$ cat config.mk
export PLATFORM = sky130hd
export DESIGN_NAME = csr_pair_regs
export DESIGN_NICKNAME = d
export VERILOG_FILES = /design/src/rtl/csr_pkg.sv /design/src/rtl/csr_addr_dec.sv /design/src/rtl/csr_field_reg.sv /design/src/rtl/csr_pair_regs.sv
export SDC_FILE = /design/constraint.sdc
export NUM_CORES = 1
export LEC_CHECK = 0
export ABC_AREA = 1
export ABC_CLOCK_PERIOD_IN_PS = 1800
export BUFFER_PORTS_ARGS = -buffer_cell sky130_fd_sc_hd__clkbuf_2
export CORE_MARGIN = 3
export CORE_UTILIZATION = 35
export DETAILED_ROUTE_END_ITERATION = 6
export PLACE_DENSITY = 0.69
export SETUP_SLACK_MARGIN = 0.15
export SLEW_MARGIN = 20
export SYNTH_ARGS = -nofsm -noshare
export SYNTH_HDL_FRONTEND = slang
export SYNTH_SLANG_ARGS = --single-unit
$ cat constraint.sdc
create_clock -name clk -period 1.8 [get_ports clk]
set_clock_uncertainty 0.15 [all_clocks]
set_input_delay 0.36 -clock clk [delete_from_list [all_inputs] [get_ports clk]]
set_output_delay 0.36 -clock clk [all_outputs]
set_load 0.02 [all_outputs]
$ cat src/rtl/csr_pkg.sv
package csr_pkg;
  localparam int DATA_W   = 32;
  localparam int CTRL_W   = 16;
  localparam int STAT_W   = 4;
  localparam int STAT_LSB = DATA_W - STAT_W;
  localparam int RSVD_W   = STAT_LSB - CTRL_W;

  localparam logic [CTRL_W-1:0] CTRL_RST = 16'h3020;
  localparam logic [STAT_W-1:0] STAT_RST = 4'b1010;
  localparam logic [DATA_W-1:0] WORD_RST = 32'hABCD_BEEF;

  typedef struct packed {
    logic sel_cs;
    logic sel_wd;
  } csr_sel_t;

  // Build the image of the combined word: status on top, gap zero, control low.
  function automatic logic [DATA_W-1:0] cs_image(
    input logic [STAT_W-1:0] stat,
    input logic [CTRL_W-1:0] ctrl
  );
    return {stat, {RSVD_W{1'b0}}, ctrl};
  endfunction
endpackage

$ cat src/rtl/csr_addr_dec.sv
module csr_addr_dec
  import csr_pkg::*;
#(
  parameter int ADDR_W = 8,
  parameter int unsigned CS_OFFS = 32'h20,
  parameter int unsigned WD_OFFS = 32'h24
) (
  input  logic              clk,
  input  logic              rst,
  input  logic [ADDR_W-1:0] addr,
  input  logic              wr_en,
  output csr_sel_t          sel,
  output logic              cs_we,
  output logic              wd_we
);
  localparam logic [ADDR_W-1:0] CS_A = ADDR_W'(CS_OFFS);
  localparam logic [ADDR_W-1:0] WD_A = ADDR_W'(WD_OFFS);

  always_comb begin
    sel.sel_cs = (addr == CS_A);
    sel.sel_wd = (addr == WD_A);
  end

  assign cs_we = wr_en & sel.sel_cs;
  assign wd_we = wr_en & sel.sel_wd;

  AST_SEL_EXCLUSIVE: assert property (@(posedge clk) disable iff (rst)
    $onehot0({cs_we, wd_we}));
  AST_NO_STROBE_NO_WE: assert property (@(posedge clk) disable iff (rst)
    !wr_en |-> !(cs_we || wd_we));
endmodule

$ cat src/rtl/csr_field_reg.sv
module csr_field_reg #(
  parameter int W = 16,
  parameter logic [W-1:0] RST_VAL = '0
) (
  input  logic         clk,
  input  logic         rst,
  input  logic         we,
  input  logic [W-1:0] d,
  output logic [W-1:0] q
);
  always_ff @(posedge clk) begin
    if (rst)     q <= RST_VAL;
    else if (we) q <= d;
  end

  AST_RESET_VALUE: assert property (@(posedge clk) disable iff (rst)
    $past(rst) |-> q == RST_VAL);
  AST_LOAD_WHEN_ENABLED: assert property (@(posedge clk) disable iff (rst)
    (!$past(rst) && $past(we)) |-> q == $past(d));
  AST_HOLD_WHEN_IDLE: assert property (@(posedge clk) disable iff (rst)
    (!$past(rst) && !$past(we)) |-> $stable(q));
endmodule

$ cat src/rtl/csr_pair_regs.sv
module csr_pair_regs
  import csr_pkg::*;
#(
  parameter int ADDR_W = 8,
  parameter int unsigned CS_OFFS = 32'h20,
  parameter int unsigned WD_OFFS = 32'h24
) (
  input  logic              clk,
  input  logic              rst,
  input  logic [ADDR_W-1:0] addr,
  input  logic              rd_en,
  input  logic              wr_en,
  input  logic [DATA_W-1:0] wdata,
  output logic [DATA_W-1:0] rdata,
  input  logic              hw_stat_we,
  input  logic [STAT_W-1:0] hw_stat_d,
  output logic [CTRL_W-1:0] ctrl_q,
  output logic [DATA_W-1:0] word_q
);
  csr_sel_t          sel;
  logic              cs_we;
  logic              wd_we;
  logic [STAT_W-1:0] stat_q;

  csr_addr_dec #(
    .ADDR_W (ADDR_W),
    .CS_OFFS(CS_OFFS),
    .WD_OFFS(WD_OFFS)
  ) u_dec (
    .clk  (clk),
    .rst  (rst),
    .addr (addr),
    .wr_en(wr_en),
    .sel  (sel),
    .cs_we(cs_we),
    .wd_we(wd_we)
  );

  // Software-owned control field: only the low bits of write data reach it.
  csr_field_reg #(.W(CTRL_W), .RST_VAL(CTRL_RST)) u_ctrl (
    .clk(clk), .rst(rst), .we(cs_we), .d(wdata[CTRL_W-1:0]), .q(ctrl_q)
  );

  // Hardware-owned status field: the bus has no path into it.
  csr_field_reg #(.W(STAT_W), .RST_VAL(STAT_RST)) u_stat (
    .clk(clk), .rst(rst), .we(hw_stat_we), .d(hw_stat_d), .q(stat_q)
  );

  csr_field_reg #(.W(DATA_W), .RST_VAL(WORD_RST)) u_word (
    .clk(clk), .rst(rst), .we(wd_we), .d(wdata), .q(word_q)
  );

  always_comb begin
    rdata = '0;
    if (rd_en) begin
      if (sel.sel_cs)      rdata = cs_image(stat_q, ctrl_q);
      else if (sel.sel_wd) rdata = word_q;
    end
  end

  AST_RSVD_READS_ZERO: assert property (@(posedge clk) disable iff (rst)
    rdata[STAT_LSB-1:CTRL_W] == '0 || !sel.sel_cs);
  AST_IDLE_READ_ZERO: assert property (@(posedge clk) disable iff (rst)
    !rd_en |-> rdata == '0);
  AST_UNMAPPED_READ_ZERO: assert property (@(posedge clk) disable iff (rst)
    !(sel.sel_cs || sel.sel_wd) |-> rdata == '0);
  AST_STAT_SW_BLIND: assert property (@(posedge clk) disable iff (rst)
    (!$past(rst) && !$past(hw_stat_we)) |-> $stable(stat_q));
endmodule

== After elaboration in Yosys (flattened, before gate mapping) ==
Cells that the tools add are included.
Widths: inputs -> output; s select.
Word-level totals
  bits in read-only memories: 0
  memories kept: 0
  word-level logic and storage cells: 10
  bits in writable memories: 0
  bits in latches: 0
  register bits: 52
Cells by class
  $add $sub $neg: 0
  eq/ne operators: 2
  muxes and demuxes: 3
  shifts and indexed selects: 0
  magnitude comparators: 0
  reduce and logical (&&, ||, !) cells: 0
  $mul: 0
  bitwise operators: 2
  div/mod/pow operators: 0
Operator list (count)
  $mux 32: 3
  $eq 8x6->1 const B: 2
  $and 1x1->1: 2

== Longest topological paths before layout ==
  depth in word-level cells: 4
  depth in mapped cells: 8
  depth with buffers taken out: 7

== By module ==
From an unflattened synthesis, not the netlist that was laid out.
Unflattened totals
  cell total of the unflattened synthesis: 395
  area total of the unflattened synthesis: 2533.7 µm²
Modules (own cells, without submodules)
  csr_field_reg (u_word): area an instance 1214.9 µm², cells each 158, sequential area each 640.6 µm², instances 1
  csr_field_reg (u_ctrl): area an instance 651.9 µm², cells each 96, sequential area each 320.3 µm², instances 1
  csr_pair_regs: area an instance 431.7 µm², cells each 97, sequential area each 0.0 µm², instances 1
  csr_field_reg (u_stat): area an instance 150.1 µm², cells each 22, sequential area each 80.1 µm², instances 1
  csr_addr_dec: area an instance 85.1 µm², cells each 22, sequential area each 0.0 µm², instances 1

== Worst setup path before layout ==
No wires, ideal clock.
  path type: input port to output port
  start point: in addr[1]
  end point: out rdata[0]
  stages: 6
  slack: -0.073 ns
  arrival: 1.363 ns
  required time: 1.290 ns
  path buffers: 1
  cell sequence: nor2_1 > nand2_1 > nor2_2 > buf_4 > nand2_1 > a21oi_1
Between the ends
  cells in the longest elaborated chain, start to end: 4
Ends and longest elaborated chain
  start: declaration: RTL line csr_pair_regs.sv:10  | input logic [ADDR_W-1:0] addr,
  $eq 8x6->1: RTL line csr_addr_dec.sv:21  | sel.sel_wd = (addr == WD_A);
  $mux 32: RTL line csr_pair_regs.sv:57  | else if (sel.sel_wd) rdata = word_q;
  $mux 32 *: RTL line csr_pair_regs.sv:56  | if (sel.sel_cs) rdata = cs_image(stat_q, ctrl_q);
  $mux 32 *: RTL line csr_pair_regs.sv:55  | if (rd_en) begin
  end: declaration: RTL line csr_pair_regs.sv:14  | output logic [DATA_W-1:0] rdata,
Mark *: on every way between the ends. The rest lies on a longest branch, timed or not.

== Final worst setup path ==
  start point: in addr[1]
  end point: out rdata[26]
The elaborated chain is that of the path after synthesis.

==> reports/qor.csv <==
metric,value,unit
hold_violations,0,
cp_slowest_cell,nor3_2,
dp_slack,-0.2721,ns
crit_family,buffers and inverters,
maxCapViolations,0,
crit_start,addr[1],
final_cell_mix,"nand2_1 (94), clkbuf_2 (90), nand3_1 (67)",
gp_congestion,0.8194,
endpoint_kind,primary output,
hold_buffers,0,
setup_violations,32,
tns,-6.138,ns
reg2reg_from,u_word.q[20],
cp_slowest_stage_delay,0.23,ns
io_pins,129,
fin_crit,2.057,ns
finish.instance_area,4632,um2
drive_above_1_share,42.81,%
layout_commonest_cell,nand2_1,
synthAdderAreaFrac,0,%
crit_chain,"buf_4, nor2_4, nand3_2, nor2_4, buf_8, clkinvlp_4, nor3_2, buf_4",
synth_cells,425,
final.setup.worst_slack,-0.2569,ns
syn_to_final_growth,72.75,%
period_share,114.3,%
synth.mux.area_fraction,0,%
grt_antenna_before_repair,0,
syn_area,2681,um2
hold_path.class,input pin to flip-flop,
ys_seq_area_share,38.82,%
drt_iter0_markers,92,
nFillCells,636,
max_freq,486.2,MHz
die_width,93.53,um
critPathBufInv,4,
grt_pass1_wl,15100,um
synth_compound_area_share,6.860,%
cp-start-kind,input pin,
ir_drop,0.4694,mV
io_buffers,128,
synth_top_family_by_area,simple AND/OR/NAND/NOR gates,
dr.pass1.iters,4,
track_usage,21.34,%
cp_max_fo,4,
cts_max_level,2,
num_vias,3318,
detail_route.wl_per_cell,14.83,um
core_area,7331,um2
cp.depth,8,
placed_cell_area,3742,um2
via_per_inst,4.908,
cp.arrival,1.55,ns
cp.required,1.29,ns
yosys.area_share.simple,41.02,%
violations,setup timing,
die-area,8747,um2
synth_area_per_cell,6.309,um2
total_leakage_power,2.283,nW
rows,31,
critPathKind,input pin to primary output,
drc,0,
synth-seq-cells,52,
clock-sinks,52,
relSlewSlack,84.19,%
place_inst,645,
rsz0062_at_grt,true,
numCtsBuffers,5,
ant_nets,0,
nets,625,
grt_overflow,0,
whs,0.1166,ns
clk_pin_slew,0.10,ns
clockBufferDepth,2,
worstHoldPathCells,3,
grt_pass1_vias,3075,
initial_core_util,36.58,%
worstHoldStart,hw_stat_d[1],
powerDensity,493.8,nW/um2
syn_nets,474,
rr_worst_depth,4,
clk_latency,0.30,ns
utilization,63.18,%
worst_pin_slew,0.2371,ns
yosys_warnings,0,
synthXorXnorAreaFrac,0,%
drv_slew,0,
tritoncts,yes,
layoutNonFillerInstCount,676,
root_buffer,clkbuf_8,
grt_max_degree,53,
antenna_cells,0,
fp.dieH,93.53,um
drt_wl_total,10030,um
total_power,2.287,mW
status,"complete, but fails checks",
ys_types,21,
hpwlAfterDp,6133,um
==> synthesized netlist by cell type <==
| cell | instances | area share (%) |
|---|---|---|
| a21oi_1 | 33 | 6.2 |
| buf_1 | 2 | 0.28 |
| buf_2 | 9 | 1.7 |
| buf_4 | 5 | 1.4 |
| buf_6 | 1 | 0.42 |
| clkbuf_1 | 11 | 1.5 |
| clkinv_1 | 1 | 0.14 |
| dfxtp_1 | 52 | 39 |
| inv_1 | 54 | 7.6 |
| inv_2 | 2 | 0.28 |
| nand2_1 | 114 | 16 |
| nand2_2 | 1 | 0.23 |
| nand3_1 | 68 | 13 |
| nand3_2 | 1 | 0.37 |
| nand4_1 | 9 | 2.1 |
| nor2_1 | 50 | 7.0 |
| nor2_2 | 1 | 0.23 |
| nor2_4 | 4 | 1.7 |
| nor3_1 | 4 | 0.75 |
| o21ai_0 | 2 | 0.37 |
| o21ai_2 | 1 | 0.33 |
==> final cells by class <==
cell class                      count  area (um2)  share of cell area (%)
Multi-Input combinational cell    288        1633                   35.25
Timing Repair Buffer              172        1499                   32.36
Sequential cell                    52        1041                   22.47
Inverter                           57       220.2                   4.754
Tap cell                           99       123.9                   2.674
Clock buffer                        5       68.82                   1.486
Clock inverter                      3       46.29                  0.9995
==> kinds of logic (layout without fill, tap and decap cells) <==
logic type,after synthesis,count (layout)
buffers and inverters,85,237
AND/OR/NAND/NOR,252,252
flip-flops,52,52
AO/OA/AOI/OAI,36,36
==> power breakdown <==
part | switching [mW] | internal, mW
combinational | 0.160 | 0.116
sequential | 0.00751 | 1.16
clock | 0.423 | 0.422
==> per-layer routing <==
| metal | wire length [um] | track usage, % | share of wire [%] | up-vias |
|---|---|---|---|---|
| met1 | 4012 | 25.35 | 40 | 1546 |
| li1 | - | - | - | 1637 |
| met2 | 5232 | 38.59 | 52 | 125 |
| met3 | 672 | 4.988 | 6.7 | 10 |
| met4 | 108 | 5.006 | 1.1 | 0 |
| met5 | 0 | 0 | 0 | - |
==> repair_timing <==
item                       in CTS  in global routing
gates cloned                    4                  2
pin swaps                       5                 25
setup endpoints to repair      32                 32
setup buffers                  13                  4
gates resized for setup        62                 86
==> state kept, by name (all words and copies together) (netlist names) <==
name	count
u_ctrl.q	16
u_word.q	32
u_stat.q	4
==> tightest hold or removal path, cell delays in order <==
cell and delay [ns]:
clkbuf_2 0.07, nand2_1 0.04, nand3_1 0.07
==> path summary, 6_finish.rpt <==
| path | end | slack (ns) |
|---|---|---|
| worst min-delay path | u_stat.q[1] | 0.12 |
| worst max register to register | u_word.q[20] | 0.96 |
| worst min register to register | u_stat.q[1] | 0.35 |
| worst max-delay path | rdata[26] | -0.26 |
Note: power is estimated with default switching activity, not from simulation.
